==> config.mk <==
export PLATFORM = sky130hd
export DESIGN_NAME = rx_fifo
export DESIGN_NICKNAME = d
export VERILOG_FILES = /design/src/rtl/rx_fifo_pkg.sv /design/src/rtl/rxfifo_ctrl.sv /design/src/rtl/rxfifo_dp.sv /design/src/rtl/rx_fifo.sv
export SDC_FILE = /design/constraint.sdc
export NUM_CORES = 1
export LEC_CHECK = 0
export BUFFER_PORTS_ARGS = -buffer_cell sky130_fd_sc_hd__buf_2
export CAP_MARGIN = 10
export CORE_AREA = 2 2 133 135
export CTS_CLUSTER_DIAMETER = 80
export DETAILED_ROUTE_END_ITERATION = 8
export DIE_AREA = 0 0 135 137
export GPL_TIMING_DRIVEN = 1
export PLACE_DENSITY = 0.8
export SYNTH_ARGS = -nofsm -noshare
export SYNTH_HDL_FRONTEND = slang
export SYNTH_SLANG_ARGS = --single-unit
==> constraint.sdc <==
create_clock -name clk -period 4.2 [get_ports clk]
set_clock_uncertainty 0.2 [all_clocks]
set_input_delay 0.42 -clock clk [delete_from_list [all_inputs] [get_ports clk]]
set_output_delay 0.42 -clock clk [all_outputs]
set_load 0.02 [all_outputs]
==> src/rtl/rx_fifo_pkg.sv <==
`timescale 1ns/1ps
package rx_fifo_pkg;
  localparam int DATA_W = 8;
  localparam int ERR_W  = 4;
  localparam int ENT_W  = DATA_W + ERR_W;
  // break sits two bits above the data field (framing, parity, break, overrun)
  localparam logic [ENT_W-1:0] BREAK_ENTRY = ENT_W'(1) << (DATA_W + 2);

  typedef struct packed {
    logic wrEn;    // store the offered entry
    logic rdLatch; // copy head error bits into status
  } rxStrobe_t;
endpackage

==> src/rtl/rxfifo_ctrl.sv <==
`timescale 1ns/1ps
module rxfifo_ctrl
  import rx_fifo_pkg::*;
#(
  parameter int DEPTH = 16,
  localparam int PTR_W = $clog2(DEPTH),
  localparam int CNT_W = $clog2(DEPTH + 1)
) (
  input  logic             clk,
  input  logic             rstN,
  input  logic             fifoEn,
  input  logic             pushValid,
  input  logic             rdStrobe,
  output rxStrobe_t        strb,
  output logic [PTR_W-1:0] wrIdx,
  output logic [PTR_W-1:0] rdIdx,
  output logic             pushReady,
  output logic             emptyFlag,
  output logic             fullFlag,
  output logic             rxIrq
);
  localparam logic [CNT_W-1:0] FULL_CNT = CNT_W'(DEPTH);
  localparam logic [CNT_W-1:0] ONE_CNT  = CNT_W'(1);
  localparam logic [CNT_W-1:0] TRIG_CNT = CNT_W'(1);

  logic [PTR_W-1:0] rdPtr;
  logic [CNT_W-1:0] count, countNext, limit;
  logic             fifoEnQ, modeFlip, pushAcc, popAcc;
  logic             emptyQ, fullQ, irqQ;
  logic [PTR_W:0]   slotSum;

  assign modeFlip  = fifoEn ^ fifoEnQ;
  assign limit     = fifoEn ? FULL_CNT : ONE_CNT;
  assign pushReady = !modeFlip && (count < limit);
  assign pushAcc   = pushValid && pushReady;
  assign popAcc    = rdStrobe && !modeFlip && (count != '0);
  assign countNext = count + CNT_W'(pushAcc) - CNT_W'(popAcc);

  assign slotSum = (PTR_W+1)'(rdPtr) + (PTR_W+1)'(count);
  assign wrIdx   = (slotSum >= (PTR_W+1)'(DEPTH)) ? PTR_W'(slotSum - (PTR_W+1)'(DEPTH))
                                                  : PTR_W'(slotSum);
  assign rdIdx   = rdPtr;

  assign strb.wrEn    = pushAcc;
  assign strb.rdLatch = rdStrobe;

  always_ff @(posedge clk or negedge rstN) begin
    if (!rstN) begin
      rdPtr   <= '0;
      count   <= '0;
      fifoEnQ <= 1'b0;
      emptyQ  <= 1'b1;
      fullQ   <= 1'b0;
      irqQ    <= 1'b0;
    end else begin
      fifoEnQ <= fifoEn;
      if (modeFlip) begin
        rdPtr  <= '0;
        count  <= '0;
        emptyQ <= 1'b1;
        fullQ  <= 1'b0;
        irqQ   <= 1'b0;
      end else begin
        count  <= countNext;
        emptyQ <= (countNext == '0);
        if (popAcc)
          rdPtr <= (rdPtr == PTR_W'(DEPTH - 1)) ? '0 : rdPtr + 1'b1;
        if (pushAcc)
          fullQ <= !fifoEn || (countNext == FULL_CNT);
        else if (rdStrobe)
          fullQ <= 1'b0;
        if (pushAcc && countNext == TRIG_CNT)
          irqQ <= 1'b1;
        else if (popAcc && countNext == TRIG_CNT - 1'b1)
          irqQ <= 1'b0;
      end
    end
  end

  assign emptyFlag = emptyQ;
  assign fullFlag  = fullQ;
  assign rxIrq     = irqQ;
endmodule

==> src/rtl/rxfifo_dp.sv <==
`timescale 1ns/1ps
module rxfifo_dp
  import rx_fifo_pkg::*;
#(
  parameter int DEPTH = 16,
  localparam int PTR_W = $clog2(DEPTH)
) (
  input  logic             clk,
  input  logic             rstN,
  input  rxStrobe_t        strb,
  input  logic [PTR_W-1:0] wrIdx,
  input  logic [PTR_W-1:0] rdIdx,
  input  logic             pushBreak,
  input  logic [ENT_W-1:0] pushData,
  output logic [ENT_W-1:0] rdData,
  output logic [ERR_W-1:0] rxStatus
);
  logic [ENT_W-1:0] mem [DEPTH];
  logic [ENT_W-1:0] wrEntry;
  logic [ERR_W-1:0] statusQ;

  assign wrEntry = pushBreak ? BREAK_ENTRY : pushData;
  assign rdData  = mem[rdIdx];

  always_ff @(posedge clk or negedge rstN) begin
    if (!rstN) begin
      for (int i = 0; i < DEPTH; i++) mem[i] <= '0;
    end else if (strb.wrEn) begin
      mem[wrIdx] <= wrEntry;
    end
  end

  always_ff @(posedge clk or negedge rstN) begin
    if (!rstN)             statusQ <= '0;
    else if (strb.rdLatch) statusQ <= rdData[ENT_W-1:DATA_W];
  end

  assign rxStatus = statusQ;
endmodule

==> src/rtl/rx_fifo.sv <==
`timescale 1ns/1ps
module rx_fifo
  import rx_fifo_pkg::*;
#(
  parameter int DEPTH = 16
) (
  input  logic             clk,
  input  logic             rstN,
  input  logic             fifoEn,
  input  logic             pushValid,
  input  logic             pushBreak,
  input  logic [11:0]      pushData,
  output logic             pushReady,
  input  logic             rdStrobe,
  output logic [11:0]      rdData,
  output logic [3:0]       rxStatus,
  output logic             emptyFlag,
  output logic             fullFlag,
  output logic             rxIrq
);
  localparam int PTR_W = $clog2(DEPTH);

  rxStrobe_t        strb;
  logic [PTR_W-1:0] wrIdx, rdIdx;

  rxfifo_ctrl #(.DEPTH(DEPTH)) u_ctrl (
    .clk(clk), .rstN(rstN), .fifoEn(fifoEn), .pushValid(pushValid),
    .rdStrobe(rdStrobe), .strb(strb), .wrIdx(wrIdx), .rdIdx(rdIdx),
    .pushReady(pushReady), .emptyFlag(emptyFlag), .fullFlag(fullFlag),
    .rxIrq(rxIrq)
  );

  rxfifo_dp #(.DEPTH(DEPTH)) u_dp (
    .clk(clk), .rstN(rstN), .strb(strb), .wrIdx(wrIdx), .rdIdx(rdIdx),
    .pushBreak(pushBreak), .pushData(pushData), .rdData(rdData),
    .rxStatus(rxStatus)
  );
endmodule

==> impl_metrics.csv, run 1 <==
group,metric,value,unit
worst_setup_path,cp_top_family,"simple AND/OR/NAND/NOR gates",
timing,relSlewSlack,0.244,
power_and_ir_drop,p_clk_frac,0.258,
finish,area_growth_syn_to_layout,11.3,%
logic_synthesis,ys_seq_area_frac,0.518,
logic_synthesis,ys_types,43,
global_route,first_global_vias,6621,
route,avgRoutedWirePerCell,22.7,µm
clocking,clk_latency,0.51,ns
clocking,cts_buffer_depth,3,
floorplanning,die-area,0.0185,mm²
worst_setup_path,critPathSlowestCell,"nor2b_1",
worst_setup_path,endpoint_kind,"output port",
power_and_ir_drop,switchingPower,0.00226,W
logic_synthesis,synth_ff_type,"dfrtp_1",
worst_setup_path,worst-path-buf-inv,2,
timing,fin_ws,0.487,ns
status,status,"finished, final reports clean",
finish,drive_gt1_frac,0.450,
floorplanning,fp.dieW,135,µm
logic_synthesis,synth.top_cells.by_count,"dfrtp_1 (208), mux2_2 (194), mux2i_1 (33)",
worst_hold_path,hp-class,"in -> reg",
route,dr.pass1.iters,4,
timing,fin_crit_sh,0.884,
worst_setup_path,critPathMaxStageDelay,0.96,ns
place,dp_hpwl,14.6,mm
global_route,gr-total-overflow,0,
route,ant_nets,0,
logic_synthesis,synth_area_leaders,"dfrtp_1 (52%), mux2_2 (22%), mux4_2 (7.1%)",
logic_synthesis,yosysMostFrequentCell,"dfrtp_1",
worst_setup_path,path_max_fanout,12,
floorplanning,coreArea,0.0171,mm²
route,dr.first_iter.drc_count,436,
logic_synthesis,synth_edf_count,0,
timing,rsz0062_at_grt,"false",
floorplanning,placementRows,48,
place,port_buffers,37,
logic_synthesis,synth_top_area_share,0.516,
clocking,cts_buffers,22,
power_and_ir_drop,swShare,0.318,
logic_synthesis,syn-instance-count,717,
power_and_ir_drop,p_int,0.00484,W
clocking,htreeDepth,1,
logic_synthesis,syn-cell-area,0.0101,mm²
global_route,gr-usage-all-layers,0.257,
route,viasPerCell,6.12,
logic_synthesis,yosysWarnings,0,
route,drc,0,
worst_setup_path,arrival,3.09,ns
power_and_ir_drop,ir_drop,0.377,mV
timing,hold_ws,0.0503,ns
route,finalWirelength,22.7,mm
global_route,grt_max_degree,104,
timing,tightest_slew,1.13,ns
timing,final-hold-violation-count,0,
logic_synthesis,syn_area_per_cell,14.1,µm²
floorplanning,dieHeight,137,µm
logic_synthesis,yosysTopAreaCell,"dfrtp_1",
timing,fmax,269,MHz
worst_setup_path,worstSetupPathType,"reg -> out",
clocking,cts_tree,"done",
logic_synthesis,synth_seq_cells,209,
logic_synthesis,synth_async_sr_flop_share,1.00,
power_and_ir_drop,p_comb_frac,0.330,
power_and_ir_drop,power_leakage,5.37,nW
logic_synthesis,syn_nets,750,
place,place_ws,0.616,ns
floorplanning,initial_core_util,0.592,
floorplanning,io_pins,38,
timing,slew_viol_final,0,
worst_setup_path,crit_chain,"nor2b_1 > buf_4 > a221oi_1 > a22oi_1 > nand2_1 > buf_2",
timing,fin_setup_tns,0,ns
power_and_ir_drop,pwr-share-seq,0.412,
global_route,grt_first_pass_wirelength,36.2,mm
run,maxCapViolations,0,
power_and_ir_drop,powerDensity,632,mW/mm²
timing,final.min_clock_period,3.71,ns
clocking,root_buffer,"clkbuf_16",
finish,fin_nets,791,
finish,antenna_cells,0,
worst_setup_path,start_kind,"flip-flop",
clocking,cts_sinks,209,
worst_setup_path,cp.required,3.58,ns
clocking,cts.clk_slew.worst_paths,0.06,ns
route,vias,6116,
place,place.gp.congestion,0.796,
timing,setup_viol,0,
global_route,antenna_found_initial,0,
-- logic make-up after synthesis --
logic type | synth area share
buffers and inverters | 0.0317
xor gates and xnor gates | 0.0103
DFF | 0.518
muxes | 0.335
and+or+nand+nor | 0.0400
adders and majority gates | 0.0201
AOI/OAI and AO/OA | 0.0440
-- routing by layer --
| metal | routed length [µm] | up-vias | GRT usage |
|---|---|---|---|
| li1 | - | 2703 | - |
| met1 | 9680 | 3185 | 0.336 |
| met2 | 11100 | 176 | 0.439 |
| met3 | 1130 | 52 | 0.0470 |
| met4 | 736 | 0 | 0.0874 |
| met5 | 0 | - | 0 |
-- worst reg2reg max path: cells and delay by family, from the launching register on --
| family | cells | cell delay (ns) |
|---|---|---|
| fa+ha+maj | 3 | 0.82 |
| compound gates | 4 | 0.68 |
| simple gates | 3 | 0.54 |
| flops | 1 | 0.50 |
| xor+xnor | 1 | 0.34 |
| mux | 1 | 0.25 |
| buf+inv | 2 | 0.19 |
-- layout by cell type, fill, tap and decap left out, types with 2 or more instances in the layout --
master,netlist,final
nor2b_1,19,19
nor2_1,26,26
o21bai_1,2,2
o21ai_0,16,16
nand2_1,15,15
inv_1,13,13
ha_1,13,13
a31o_2,2,2
mux4_2,32,32
dfrtp_1,208,207
dlygate4sd3_1,0,2
nor3b_1,3,3
a211oi_1,4,4
clkinv_2,0,9
clkbuf_1,20,3
buf_4,6,28
xor2_1,4,4
mux2_4,10,10
fa_1,2,2
a31oi_1,2,2
a22oi_1,8,8
mux2i_1,33,33
nand3_1,5,5
buf_2,16,36
nor3_1,2,2
nand4_1,2,2
and2_1,2,2
a311oi_1,3,3
clkbuf_8,0,4
clkbuf_16,0,22
a21oi_1,19,19
mux2_2,194,194
xnor2_1,6,6
a221oi_1,8,8
a21o_1,3,3
-- what timing repair did --
item                                   in CTS  in global routing
gates resized for setup                     0                  0
buffers inserted                            0                  0
hold buffers                                2                  0
endpoints found under the hold margin      52                  0
-- layout make-up --
type / instances / area, µm²
clock inverter: 12 / 78.8
fill: 1208 / 5820
inverter: 13 / 48.8
timing repair buffer: 68 / 444
clock buffer: 28 / 603
tap: 225 / 282
sequential: 209 / 5240
multi-input combinational: 444 / 4540
-- worst paths after layout --
kind                            startpoint          endpoint  slack [ns]  depth (start not counted)
setup / recovery           u_ctrl.rdIdx[2]         rdData[5]        0.49                          6
hold / removal                    rdStrobe  u_dp.rxStatus[3]        0.05                          2
setup reg to reg           u_ctrl.count[1]      u_ctrl.rxIrq        0.56                         14
hold reg to reg               u_dp.mem[53]      u_dp.mem[53]        0.30                          1
max in group asynchronous             rstN      u_dp.mem[49]        2.48                          3
min in group asynchronous             rstN      u_ctrl.rxIrq        0.25                          2
-- state kept, by name, indices dropped and copies added, names as in the netlist --
| register | cells |
|---|---|
| u_dp.rxStatus | 4 |
| u_ctrl.fifoEnQ | 1 |
| u_ctrl.rdIdx | 4 |
| u_dp.mem | 192 |
| u_ctrl.rxIrq | 1 |
| u_ctrl.emptyFlag | 1 |
| u_ctrl.fullFlag | 1 |
| u_ctrl.count | 5 |
-- power by group through the flow --
stage	registers (W)	clock network, W	logic [W]
3_5_place_dp	0.00295	0	0.00235
5_1_grt	0.00299	0.00194	0.00255
3_3_place_gp	0.00290	0	0.00225
6_report	0.00292	0.00183	0.00234
2_1_floorplan	0.00287	0	0.00183
4_1_cts	0.00292	0.00186	0.00236
-- metrics by stage --
stage          power, W  instance area (µm²)  std cells   util
2_1_floorplan   0.00470                10100        717      -
3_3_place_gp    0.00515                10500        957  0.617
3_5_place_dp    0.00530                10500        957  0.617
4_1_cts         0.00713                11200        999  0.659
5_1_grt         0.00748                11200        999  0.659
6_report        0.00710                11200        999  0.659
Power figures use the tool's default switching activity.
==> run 2: changes to the inputs <==
--- a/config.mk
+++ b/config.mk
@@ -12,6 +12,7 @@
 export DETAILED_ROUTE_END_ITERATION = 8
 export DIE_AREA = 0 0 135 137
 export GPL_TIMING_DRIVEN = 1
+export HOLD_SLACK_MARGIN = 0.06
 export PLACE_DENSITY = 0.8
 export SYNTH_ARGS = -nofsm -noshare
 export SYNTH_HDL_FRONTEND = slang
==> impl_metrics.csv, run 2 (synthesized netlist as in run 1, its figures left out) <==
group,metric,value,unit
timing,final-hold-violation-count,0,
route,ant_nets,0,
worst_setup_path,critPathMaxStageDelay,0.97,ns
worst_setup_path,start_kind,"flip-flop",
route,dr.first_iter.drc_count,405,
run,maxCapViolations,0,
route,vias,6118,
power_and_ir_drop,powerDensity,631,mW/mm²
worst_setup_path,path_max_fanout,12,
global_route,grt_max_degree,104,
status,status,"finished, final reports clean",
worst_setup_path,worstSetupPathType,"reg -> out",
finish,drive_gt1_frac,0.449,
place,place_ws,0.616,ns
worst_setup_path,crit_start,"u_ctrl.rdIdx[2]",
floorplanning,coreArea,0.0171,mm²
clocking,cts.clk_slew.worst_paths,0.06,ns
route,viasPerCell,6.12,
power_and_ir_drop,ir_drop,0.372,mV
finish,largest_register_ff_count,192,
worst_setup_path,cp.required,3.58,ns
timing,fin_ws,0.486,ns
place,dp_cells,957,
global_route,first_global_vias,6621,
clocking,cts_sinks,209,
power_and_ir_drop,power_leakage,5.38,nW
clocking,clk_latency,0.50,ns
timing,hold_ws,0.247,ns
place,dp_hpwl,14.6,mm
place,place.gp.congestion,0.796,
finish,fin_nets,792,
timing,tightest_slew,1.14,ns
worst_setup_path,cp_top_family,"simple AND/OR/NAND/NOR gates",
place,port_buffers,37,
floorplanning,fp.dieW,135,µm
finish,antenna_cells,0,
clocking,cts_buffers,22,
global_route,gr-usage-all-layers,0.257,
timing,fin_setup_tns,0,ns
route,avgRoutedWirePerCell,22.7,µm
route,finalWirelength,22.7,mm
floorplanning,initial_core_util,0.592,
route,drc,0,
worst_hold_path,hp-class,"in -> async",
clocking,cts_buffer_depth,3,
worst_setup_path,arrival,3.09,ns
floorplanning,dieHeight,137,µm
worst_setup_path,crit_chain,"nor2b_1 > buf_4 > a221oi_1 > a22oi_1 > nand2_1 > buf_2",
worst_setup_path,worst-path-buf-inv,2,
place,place_area,0.0105,mm²
clocking,htreeDepth,1,
finish,instances_no_fill,1000,
global_route,grt_first_pass_wirelength,36.2,mm
worst_setup_path,critPathSlowestCell,"nor2b_1",
worst_setup_path,endpoint_kind,"output port",
timing,final.min_clock_period,3.71,ns
timing,slew_viol_final,0,
worst_setup_path,reg2reg_from,"u_ctrl.count[1]",
timing,fmax,269,MHz
timing,setup_viol,0,
clocking,root_buffer,"clkbuf_16",
clocking,post_cts_buffers,0,
floorplanning,placementRows,48,
finish,mostFrequentLayoutCells,"dfrtp_1 (207), mux2_2 (194), buf_2 (36)",
global_route,gr-total-overflow,0,
route,dr.pass1.iters,4,
finish,reg_top3,"u_dp.mem: 192 flops, u_ctrl.count: 5 flops",
finish,layout_commonest_cell,"dfrtp_1",
global_route,antenna_found_initial,0,
finish,fin_area,0.0112,mm²
timing,rsz0062_at_grt,"false",
clocking,cts_tree,"done",
timing,relSlewSlack,0.238,
floorplanning,die-area,0.0185,mm²
floorplanning,io_pins,38,
finish,largest_register,"u_dp.mem",
timing,fin_crit_sh,0.884,
finish,area_growth_syn_to_layout,11.4,%
## run 2: cell type report
type                    count  area [µm²]
fillers                  1207        5810
flip-flops and latches    209        5240
multi-input cells         444        4540
clock buffers              28         603
repair buffers             69         454
well taps                 225         282
clock inverters            12        78.8
inverters                  13        48.8
## run 2: per-layer routing
| metal | vias up | wire length (µm) | GRT usage |
|---|---|---|---|
| met5 | - | 0 | 0 |
| met4 | 0 | 695 | 0.0874 |
| met3 | 48 | 979 | 0.0470 |
| met2 | 156 | 11200 | 0.439 |
| met1 | 3216 | 9850 | 0.336 |
| li1 | 2698 | - | - |
## run 2: what timing repair did
item | 4_1_cts | 5_1_grt
gates resized for setup | 0 | 0
endpoints found under the hold margin | 58 | 0
hold buffers | 3 | 0
## run 2: path summary, 6_finish.rpt
| kind | cells past startpoint | end | slack (ns) |
|---|---|---|---|
| max | 6 | rdData[5] | 0.49 |
| min in group clk | 3 | u_dp.mem[142] | 0.29 |
| min reg2reg | 1 | u_dp.mem[55] | 0.30 |
| min | 2 | u_ctrl.rxIrq | 0.25 |
| max in group asynchronous | 3 | u_dp.mem[49] | 2.48 |
| max reg2reg | 14 | u_ctrl.rxIrq | 0.57 |
## run 2: power by group
part | switching, W | internal (W) | leakage [nW] | total (W)
sequential | 0.000320 | 0.00261 | 2.83 | 0.00293
clock | 0.000804 | 0.00103 | 0.347 | 0.00183
combinational | 0.00113 | 0.00121 | 2.20 | 0.00234
total | 0.00226 | 0.00484 | 5.38 | 0.00710
## run 2: stage by stage
step	utilization	total power [W]
floorplan	-	0.00470
global placement	0.617	0.00515
detailed placement	0.617	0.00530
CTS	0.659	0.00714
global route	0.659	0.00748
finish	0.659	0.00710
==> run 3: changes to the inputs <==
--- a/config.mk
+++ b/config.mk
@@ -7,13 +7,12 @@
 export LEC_CHECK = 0
 export BUFFER_PORTS_ARGS = -buffer_cell sky130_fd_sc_hd__buf_2
 export CAP_MARGIN = 10
-export CORE_AREA = 2 2 133 135
-export CTS_CLUSTER_DIAMETER = 80
+export CORE_AREA = 2 2 187 189
 export DETAILED_ROUTE_END_ITERATION = 8
-export DIE_AREA = 0 0 135 137
+export DIE_AREA = 0 0 189 191
 export GPL_TIMING_DRIVEN = 1
 export HOLD_SLACK_MARGIN = 0.06
-export PLACE_DENSITY = 0.8
+export PLACE_DENSITY = 0.55
 export SYNTH_ARGS = -nofsm -noshare
 export SYNTH_HDL_FRONTEND = slang
 export SYNTH_SLANG_ARGS = --single-unit
==> impl_metrics.csv, run 3 (synthesized netlist as in run 1, its figures left out) <==
group,metric,value,unit
place,place.gp.congestion,0.745,
finish,largest_register,"u_dp.mem",
global_route,antenna_found_initial,0,
floorplanning,io_pins,38,
route,ant_nets,0,
finish,multi_input_area,0.00454,mm²
worst_setup_path,reg2reg_from,"u_ctrl.count[1]",
global_route,grt_first_pass_wirelength,38.4,mm
worst_setup_path,cpMostUsedCell,"buf_4",
floorplanning,coreArea,0.0341,mm²
clocking,clk_latency,0.53,ns
route,vias,5995,
clocking,cts_sinks,209,
finish,drive_gt1_frac,0.454,
route,drc,0,
finish,largest_register_ff_count,192,
global_route,first_global_vias,6311,
route,dr.pass1.iters,4,
worst_setup_path,cp.required,3.58,ns
worst_setup_path,path_max_fanout,30,
timing,rsz0062_at_grt,"false",
place,port_buffers,37,
finish,fin_nets,795,
finish,reg_top3,"u_dp.mem: 192 flops, u_ctrl.count: 5 flops",
finish,mostFrequentLayoutCells,"dfrtp_1 (206), mux2_2 (194), buf_2 (36)",
timing,fin_crit_sh,0.885,
power_and_ir_drop,ir_drop,0.299,mV
worst_setup_path,r2r.worst_path.cells,14,
run,maxCapViolations,0,
finish,instances_no_fill,1234,
clocking,cts.clk_slew.worst_paths,0.06,ns
timing,relSlewSlack,0.166,
global_route,gr-usage-all-layers,0.138,
global_route,gr-total-overflow,0,
worst_setup_path,crit_chain,"buf_4 > nor2b_1 > buf_4 > a221oi_1 > o21ai_0 > nand2_1 > buf_2",
power_and_ir_drop,power_leakage,5.43,nW
finish,ff_latch_area,0.00524,mm²
power_and_ir_drop,power,0.00733,W
worst_setup_path,worst-path-buf-inv,3,
finish,area_growth_syn_to_layout,15.6,%
timing,final-hold-violation-count,0,
timing,hold_ws,0.273,ns
finish,layout_commonest_cell,"dfrtp_1",
worst_setup_path,crit_start,"u_ctrl.rdIdx[1]",
worst_setup_path,endpoint_kind,"output port",
finish,antenna_cells,0,
clocking,cts_buffers,23,
status,status,"finished, final reports clean",
timing,fmax,269,MHz
clocking,cts_buffer_depth,3,
worst_setup_path,critPathSlowestCell,"dfrtp_2",
floorplanning,initial_core_util,0.296,
place,dp_cells,1189,
worst_setup_path,rr_endpoint,"u_ctrl.fullFlag",
worst_setup_path,critPathMaxStageDelay,0.55,ns
place,dp_hpwl,15.4,mm
floorplanning,dieHeight,191,µm
floorplanning,die-area,0.0361,mm²
worst_setup_path,cp_top_family,"buffers and inverters",
finish,nFillCells,3348,
timing,fin_setup_tns,0,ns
timing,tightest_slew,1.25,ns
worst_setup_path,worst-r2r-setup-slack,0.67,ns
route,viasPerCell,4.86,
timing,setup_viol,0,
route,dr.first_iter.drc_count,345,
worst_setup_path,start_kind,"flip-flop",
power_and_ir_drop,powerDensity,628,mW/mm²
worst_setup_path,arrival,3.10,ns
floorplanning,fp.dieW,189,µm
floorplanning,placementRows,68,
timing,final.min_clock_period,3.72,ns
route,avgRoutedWirePerCell,19.7,µm
worst_setup_path,worstSetupPathType,"reg -> out",
global_route,grt_max_degree,73,
timing,slew_viol_final,0,
clocking,htreeDepth,1,
clocking,root_buffer,"clkbuf_16",
clocking,cts_tree,"done",
worst_hold_path,hp-class,"in -> async",
route,finalWirelength,24.2,mm
run 3: what timing repair did:
action / in CTS / in global routing
hold endpoints to repair: 74 / 0
setup buffers: 0 / 0
gates resized for setup: 0 / 0
hold buffers: 3 / 0
run 3: worst max path at each step:
stage               slack, ns  cells after the start            to
floorplan                0.97                     13  u_ctrl.rxIrq
global placement         0.80                     14  u_ctrl.rxIrq
detailed placement       0.65                     14  u_ctrl.rxIrq
CTS                      0.43                      7     rdData[6]
global route             0.23                      7     rdData[6]
finish                   0.48                      7     rdData[6]
run 3: layout make-up:
| class | instances | share of cell area |
|---|---|---|
| Sequential cell | 209 | 0.449 |
| Inverter | 13 | 0.00418 |
| Multi-Input combinational cell | 444 | 0.389 |
| Clock buffer | 33 | 0.0594 |
| Tap cell | 455 | 0.0488 |
| Clock inverter | 9 | 0.00805 |
| Timing Repair Buffer | 71 | 0.0413 |
run 3: worst register-to-register path: cells and delay by family (launching register included):
kind | cells | cell delay (ns)
adders and majority gates | 3 | 0.81
and+or+nand+nor | 4 | 0.62
AOI/OAI and AO/OA | 3 | 0.58
DFF | 1 | 0.49
xor gates and xnor gates | 1 | 0.31
muxes | 1 | 0.24
buffers and inverters | 2 | 0.19
run 3: metrics by stage:
stage / util / setup WS, ns / area [µm²]
detailed placement: 0.318 / 0.647 / 10800
global placement: 0.318 / 0.800 / 10800
floorplan: - / 0.968 / 10100
CTS: 0.342 / 0.431 / 11700
global route: 0.342 / 0.229 / 11700
finish: 0.342 / 0.483 / 11700
run 3: power breakdown:
part / total [W] / internal (W) / switching, W
logic: 0.00234 / 0.00121 / 0.00113
clock network: 0.00208 / 0.00122 / 0.000859
registers: 0.00291 / 0.00260 / 0.000307
run 3: per-layer routing:
layer  vias up  track usage  part of all wire
met2        86        0.223              0.47
met1      3176        0.196              0.49
met3        25       0.0191             0.027
met4         0       0.0300             0.015
li1       2708            -                 -
met5         -            0                 0
